[src/rtl/flowq_pkg.sv]
// Package: shared constants and register selector for the queue distributor.
// Assumes the command word is 32 bits with the mode flag above the shift field.
package flowq_pkg;
    localparam int CMD_W     = 32;
    localparam int SHIFT_POS = 24;
    localparam int SYM_POS   = 30;

    typedef enum logic {
        SEL_HASHCMD = 1'b0,
        SEL_QBASE   = 1'b1
    } cfg_sel_e;
endpackage

[src/rtl/flowq_cfg_regs.sv]
// Module: configuration store for the distributor.
// Holds the command and base words, splits them into fields and checks them.
// Assumes QID_W <= SHIFT_POS and SHIFT_POS + SHIFT_W <= SYM_POS.
module flowq_cfg_regs
    import flowq_pkg::*;
#(
    parameter int QID_W   = 24,
    parameter int SHIFT_W = 6
) (
    input  logic               clk,
    input  logic               rst_n,
    input  logic               cfg_we,
    input  logic               cfg_addr,
    input  logic [CMD_W-1:0]   cfg_wdata,
    output logic [SHIFT_W-1:0] shift_amt,
    output logic [QID_W-1:0]   spread_mask,
    output logic [QID_W-1:0]   qbase,
    output logic               cmd_zero,
    output logic               sym_mode,
    output logic               cfg_err
);
    localparam int BASE_HI_W = CMD_W - QID_W;

    logic [SHIFT_W-1:0] shift_q;
    logic [QID_W-1:0]   mask_q;
    logic               sym_q;
    logic               rsvd_q_unused;
    logic [CMD_W-1:0]   base_q;
    logic [QID_W-1:0]   mask_inc;
    logic               gap_unused;

    // Purpose: capture command word fields and base word on software writes.
    always_ff @(posedge clk) begin
        if (!rst_n) begin
            shift_q       <= '0;
            mask_q        <= '0;
            sym_q         <= 1'b0;
            rsvd_q_unused <= 1'b0;
            base_q        <= '0;
        end else if (cfg_we) begin
            if (cfg_sel_e'(cfg_addr) == SEL_HASHCMD) begin
                shift_q       <= cfg_wdata[SHIFT_POS +: SHIFT_W];
                mask_q        <= cfg_wdata[QID_W-1:0];
                sym_q         <= cfg_wdata[SYM_POS];
                rsvd_q_unused <= cfg_wdata[CMD_W-1];
            end else begin
                base_q <= cfg_wdata;
            end
        end
    end

    // Purpose: mark the unused bits between the mask and the shift field.
    generate
        if (SHIFT_POS > QID_W) begin : g_gap
            assign gap_unused = ^cfg_wdata[SHIFT_POS-1:QID_W];
        end else begin : g_nogap
            assign gap_unused = 1'b0;
        end
    endgenerate

    // Purpose: the mask plus one must be a power of two (contiguous low ones).
    always_comb mask_inc = mask_q + 1'b1;

    // Purpose: flag a zero base, a base wider than the queue field, or a bad mask.
    always_comb begin
        cfg_err = (base_q == '0)
               || (base_q[CMD_W-1 -: BASE_HI_W] != '0)
               || ((mask_q & mask_inc) != '0);
    end

    assign shift_amt   = shift_q;
    assign spread_mask = mask_q;
    assign qbase       = base_q[QID_W-1:0];
    assign cmd_zero    = (shift_q == '0) && (mask_q == '0) && !sym_q;
    assign sym_mode    = sym_q;

    p_sym_follows_r5: assert property (@(posedge clk) disable iff (!rst_n)
        (cfg_we && cfg_addr == SEL_HASHCMD) |=> (sym_mode == $past(cfg_wdata[SYM_POS])));

    p_zero_base_err_r6: assert property (@(posedge clk) disable iff (!rst_n)
        (cfg_we && cfg_addr == SEL_QBASE && cfg_wdata == '0) |=> cfg_err);

    p_wide_base_err_r6: assert property (@(posedge clk) disable iff (!rst_n)
        (cfg_we && cfg_addr == SEL_QBASE && cfg_wdata[CMD_W-1 -: BASE_HI_W] != '0) |=> cfg_err);
endmodule

[src/rtl/flowq_qid_calc.sv]
// Module: combinational queue number computation.
// Shifts the hash right, keeps the low queue-width bits, masks and adds the base.
// Assumes the mask has already been checked by the configuration store.
module flowq_qid_calc #(
    parameter int HASH_W  = 64,
    parameter int QID_W   = 24,
    parameter int SHIFT_W = 6
) (
    input  logic [HASH_W-1:0]  hash,
    input  logic [SHIFT_W-1:0] shift_amt,
    input  logic [QID_W-1:0]   spread_mask,
    input  logic [QID_W-1:0]   qbase,
    output logic [QID_W-1:0]   qid
);
    logic [HASH_W-1:0]       shifted;
    logic [QID_W-1:0]        window;
    logic [QID_W-1:0]        offset;
    logic [HASH_W-QID_W-1:0] upper_unused;

    // Purpose: align the selected hash bits to the bottom.
    always_comb shifted = hash >> shift_amt;

    // Purpose: keep the queue-width window and discard the rest.
    always_comb begin
        window       = shifted[QID_W-1:0];
        upper_unused = shifted[HASH_W-1:QID_W];
    end

    // Purpose: limit to the spread range and offset from the base, wrapping.
    always_comb begin
        offset = window & spread_mask;
        qid    = qbase + offset;
    end

    // Purpose: a zero mask must give the base itself.
    always_comb begin
        if (spread_mask == '0) begin
            p_zero_mask_base_r4: assert (qid == qbase);
        end
    end
endmodule

[src/rtl/flowq_out_stage.sv]
// Module: one-entry registered output stage with valid/ready on both sides.
// Accepts when empty or when the held entry drains in the same cycle.
module flowq_out_stage #(
    parameter int QID_W = 24
) (
    input  logic             clk,
    input  logic             rst_n,
    input  logic             in_valid,
    output logic             in_ready,
    input  logic [QID_W-1:0] in_qid,
    output logic             out_valid,
    input  logic             out_ready,
    output logic [QID_W-1:0] out_qid
);
    logic             vld_q;
    logic [QID_W-1:0] qid_q;

    // Purpose: accept whenever the slot is free or being emptied.
    always_comb in_ready = !vld_q || out_ready;

    // Purpose: load or drain the single output slot.
    always_ff @(posedge clk) begin
        if (!rst_n) begin
            vld_q <= 1'b0;
            qid_q <= '0;
        end else if (in_ready) begin
            vld_q <= in_valid;
            if (in_valid) begin
                qid_q <= in_qid;
            end
        end
    end

    assign out_valid = vld_q;
    assign out_qid   = qid_q;

    p_hold_stall_r8: assert property (@(posedge clk) disable iff (!rst_n)
        (out_valid && !out_ready) |=> (out_valid && $stable(out_qid)));

    p_accept_latency_r7: assert property (@(posedge clk) disable iff (!rst_n)
        (in_valid && in_ready) |=> (out_valid && out_qid == $past(in_qid)));

    p_drain_r7: assert property (@(posedge clk) disable iff (!rst_n)
        (out_valid && out_ready && !in_valid) |=> !out_valid);
endmodule

[src/rtl/flowq_spread.sv]
// Module: top of the hash-based queue distributor.
// Joins configuration store, queue computation and output register.
// Assumes the caller supplies the flow hash; no key extraction here.
module flowq_spread
    import flowq_pkg::*;
#(
    parameter int HASH_W  = 64,
    parameter int QID_W   = 24,
    parameter int SHIFT_W = 6
) (
    input  logic              clk,
    input  logic              rst_n,
    input  logic              cfg_we,
    input  logic              cfg_addr,
    input  logic [CMD_W-1:0]  cfg_wdata,
    output logic              cfg_err,
    output logic              sym_mode,
    input  logic              in_valid,
    output logic              in_ready,
    input  logic [HASH_W-1:0] in_hash,
    output logic              out_valid,
    input  logic              out_ready,
    output logic [QID_W-1:0]  out_qid
);
    logic [SHIFT_W-1:0] shift_amt;
    logic [QID_W-1:0]   spread_mask;
    logic [QID_W-1:0]   qbase;
    logic               cmd_zero;
    logic [QID_W-1:0]   next_qid;

    flowq_cfg_regs #(
        .QID_W   (QID_W),
        .SHIFT_W (SHIFT_W)
    ) u_cfg (
        .clk         (clk),
        .rst_n       (rst_n),
        .cfg_we      (cfg_we),
        .cfg_addr    (cfg_addr),
        .cfg_wdata   (cfg_wdata),
        .shift_amt   (shift_amt),
        .spread_mask (spread_mask),
        .qbase       (qbase),
        .cmd_zero    (cmd_zero),
        .sym_mode    (sym_mode),
        .cfg_err     (cfg_err)
    );

    flowq_qid_calc #(
        .HASH_W  (HASH_W),
        .QID_W   (QID_W),
        .SHIFT_W (SHIFT_W)
    ) u_calc (
        .hash        (in_hash),
        .shift_amt   (shift_amt),
        .spread_mask (spread_mask),
        .qbase       (qbase),
        .qid         (next_qid)
    );

    flowq_out_stage #(
        .QID_W (QID_W)
    ) u_out (
        .clk       (clk),
        .rst_n     (rst_n),
        .in_valid  (in_valid),
        .in_ready  (in_ready),
        .in_qid    (next_qid),
        .out_valid (out_valid),
        .out_ready (out_ready),
        .out_qid   (out_qid)
    );

    p_disabled_base_r4: assert property (@(posedge clk) disable iff (!rst_n)
        (in_valid && in_ready && cmd_zero) |=> (out_qid == $past(qbase)));
endmodule

[config.mk]
export PLATFORM = sky130hd
export DESIGN_NAME = flowq_spread
export DESIGN_NICKNAME = d
export VERILOG_FILES = /design/src/rtl/flowq_pkg.sv /design/src/rtl/flowq_cfg_regs.sv /design/src/rtl/flowq_qid_calc.sv /design/src/rtl/flowq_out_stage.sv /design/src/rtl/flowq_spread.sv
export SDC_FILE = /design/constraint.sdc
export NUM_CORES = 1
export LEC_CHECK = 0
export ABC_AREA = 1
export BUFFER_PORTS_ARGS = -buffer_cell sky130_fd_sc_hd__buf_2
export CAP_MARGIN = 25
export CORE_ASPECT_RATIO = 0.5
export CORE_UTILIZATION = 40
export CTS_CLUSTER_DIAMETER = 40
export DETAILED_ROUTE_END_ITERATION = 12
export SYNTH_ARGS = -nofsm -noshare
export SYNTH_HDL_FRONTEND = slang
export SYNTH_HIERARCHICAL = 1
export SYNTH_SLANG_ARGS = --single-unit
export TNS_END_PERCENT = 20
[constraint.sdc]
create_clock -name clk -period 4.8 [get_ports clk]
set_clock_uncertainty 0.2 [all_clocks]
set_input_delay 0.96 -clock clk [delete_from_list [all_inputs] [get_ports clk]]
set_output_delay 0.96 -clock clk [all_outputs]
set_load 0.01 [all_outputs]
==> flow_summary.json <==
{
  "yosys_warnings": 6,
  "initial_utilization_pct": 41.1,
  "grt_util_all_layers_pct": 27.9,
  "nFillCells": 2440,
  "worst_hold_slack_ns": 0.279,
  "rr_worst_depth": 26,
  "cts.path.max_buffers": 2,
  "fin_ws_ns": 0.412,
  "stdcell_count": 1931,
  "hold_viol": 0,
  "cts_resized": 0,
  "nNetsFinal": 1752,
  "pre_cts_slack_ns": 0.120,
  "crit_path_max_fanout": 4,
  "dp_hpwl_mm": 25.0,
  "drive_gt1_share_pct": 13.1,
  "cts_setup_buffers": 0,
  "numClockSinks": 88,
  "io_pins": 130,
  "tns_ns": 0,
  "outcome": "finished clean",
  "antenna_cells": 0,
  "critical_path.endpoint_type": "register",
  "cp.arrival_ns": 4.44,
  "min_path_cells": 2,
  "place_congestion": 0.959,
  "relSlewSlack_pct": 30.1,
  "numCtsBuffers": 9,
  "grt_pass1_vias": 9213,
  "path_clk_slew_ns": 0.07,
  "core_um2": 21800,
  "antenna_found_initial": 0,
  "grt-ovfl-total": 0,
  "fp.dieH_um": 108,
  "placed_cells": 1915,
  "setup_viol": 0,
  "synthToLayoutAreaGrowth_pct": 9.78,
  "synth_area_um2": 8970,
  "dr.first_iter.drc_count": 934,
  "slew_violations": 0,
  "postCtsHoldBufs": 0,
  "num_rows": 38,
  "power_leakage_uw": 0.00480,
  "grt_max_degree": 71,
  "fin_crit_sh_pct": 91.4,
  "clkLatencyLatePin_ns": 0.35,
  "power-per-cell-area_nw_per_um2": 253,
  "irDropWorstVdd_mv": 0.167,
  "start_kind": "input port",
  "syn_inst": 1577,
  "worst_pin_slew_ns": 1.05,
  "vias_per_cell": 5.31,
  "grt_pass1_wl_mm": 49.7,
  "dr.pass1.iters": 5,
  "cts_tree": "built",
  "drc": 0,
  "num_vias": 10300,
  "crit_type": "input port to register",
  "die-area_um2": 23100,
  "drv_cap": 0,
  "rsz0062_at_grt": "false",
  "portBuffers": 129,
  "fin_crit_ns": 4.39,
  "syn_nets": 1703,
  "max_freq_ghz": 0.228,
  "required_ns": 4.85,
  "wl_mm": 31.8,
  "syn_area_per_cell_um2": 5.69,
  "die_w_um": 214,
  "cts-root-buf": "clkbuf_16",
  "hp-class": "register to register",
  "wl_per_cell_um": 16.5,
  "ant_nets": 0,
  "h-tree-depth": 3
}
[flip-flops by register name, summed over array words and instances, names as in the netlist]
signal and flops:
u_cfg/base_q 32, u_cfg/shift_amt 6, u_cfg/spread_mask 24, u_cfg/sym_mode 1, u_out/out_qid 24, u_out/out_valid 1
[power by group]
group          switching (uW)  internal, uW
logic                     641           332
clock network             325           359
registers                50.2           784
[metrics by stage]
stage	utilization, %	total power [uW]	cell area [um2]
finish	45.1	2490	9850
global route	45.1	2650	9850
CTS	45.1	2490	9850
detailed placement	43.9	1800	9570
global placement	43.9	1800	9570
floorplan	-	1500	8970
[layout make-up]
class	count	area [um2]	share of cell area (%)
Multi-Input combinational cell	1280	6170	62.6
Clock buffer	10	229	2.32
Inverter	94	360	3.66
Sequential cell	88	1770	17.9
Clock inverter	6	50.0	0.508
Timing Repair Buffer	153	901	9.15
Tap cell	300	375	3.81
[worst max-delay path, stage by stage]
cell	delay, ns
buf_2	0.10
nand2_1	0.07
nand2_1	0.07
o21ai_2	0.23
inv_2	0.05
nand2_1	0.05
nand2_1	0.09
o21ai_0	0.35
a21oi_1	0.11
a21oi_1	0.30
buf_4	0.17
nor2_1	0.04
ha_1	0.20
fa_1	0.40
nand3_1	0.11
nand2_1	0.09
nand3_1	0.08
nand2_1	0.13
a31o_2	0.27
nand3_1	0.07
nand2_1	0.06
xor2_1	0.14
inv_1	0.06
nand3_1	0.07
nand2_1	0.09
nor2_1	0.05
[layer usage]
metal	vias to the layer above	share of wire (%)	GRT usage, %
met1	4618	49	39.8
met4	0	2.5	8.42
li1	5257	-	-
met2	338	42	42.6
met3	47	6.7	4.73
met5	-	0	0
[cells in the final DEF (no fill, tap or decap), drive strengths merged]
master and n:
o211ai 21, o31ai 2, nand2 454, a31oi 12
or2 16, inv 95, o21a 14, ha 23
clkinvlp 1, nand4 7, nor3 5, nand3 207
o22ai 1, dfxtp 88, mux2i 3, a21boi 15
o21bai 2, o21ai 154, xnor2 8, a31o 2
nor2 232, nor4 2, a21o 6, and2 5
clkbuf 10, xor2 13, a21oi 71, fa 1
buf 153, clkinv 4, a221oi 2, a211oi 2
[final timing paths]
path / slack, ns / endpoint / start
worst max-delay path: 0.41 / u_out/out_qid[16] / in_hash[27]
worst min-delay path: 0.28 / u_out/out_qid[4] / u_out/out_qid[4]
worst max register to register: 0.49 / u_out/out_qid[16] / u_cfg/shift_amt[1]
worst min register to register: 0.28 / u_out/out_qid[4] / u_out/out_qid[4]
(Power assumes the default switching activity.)
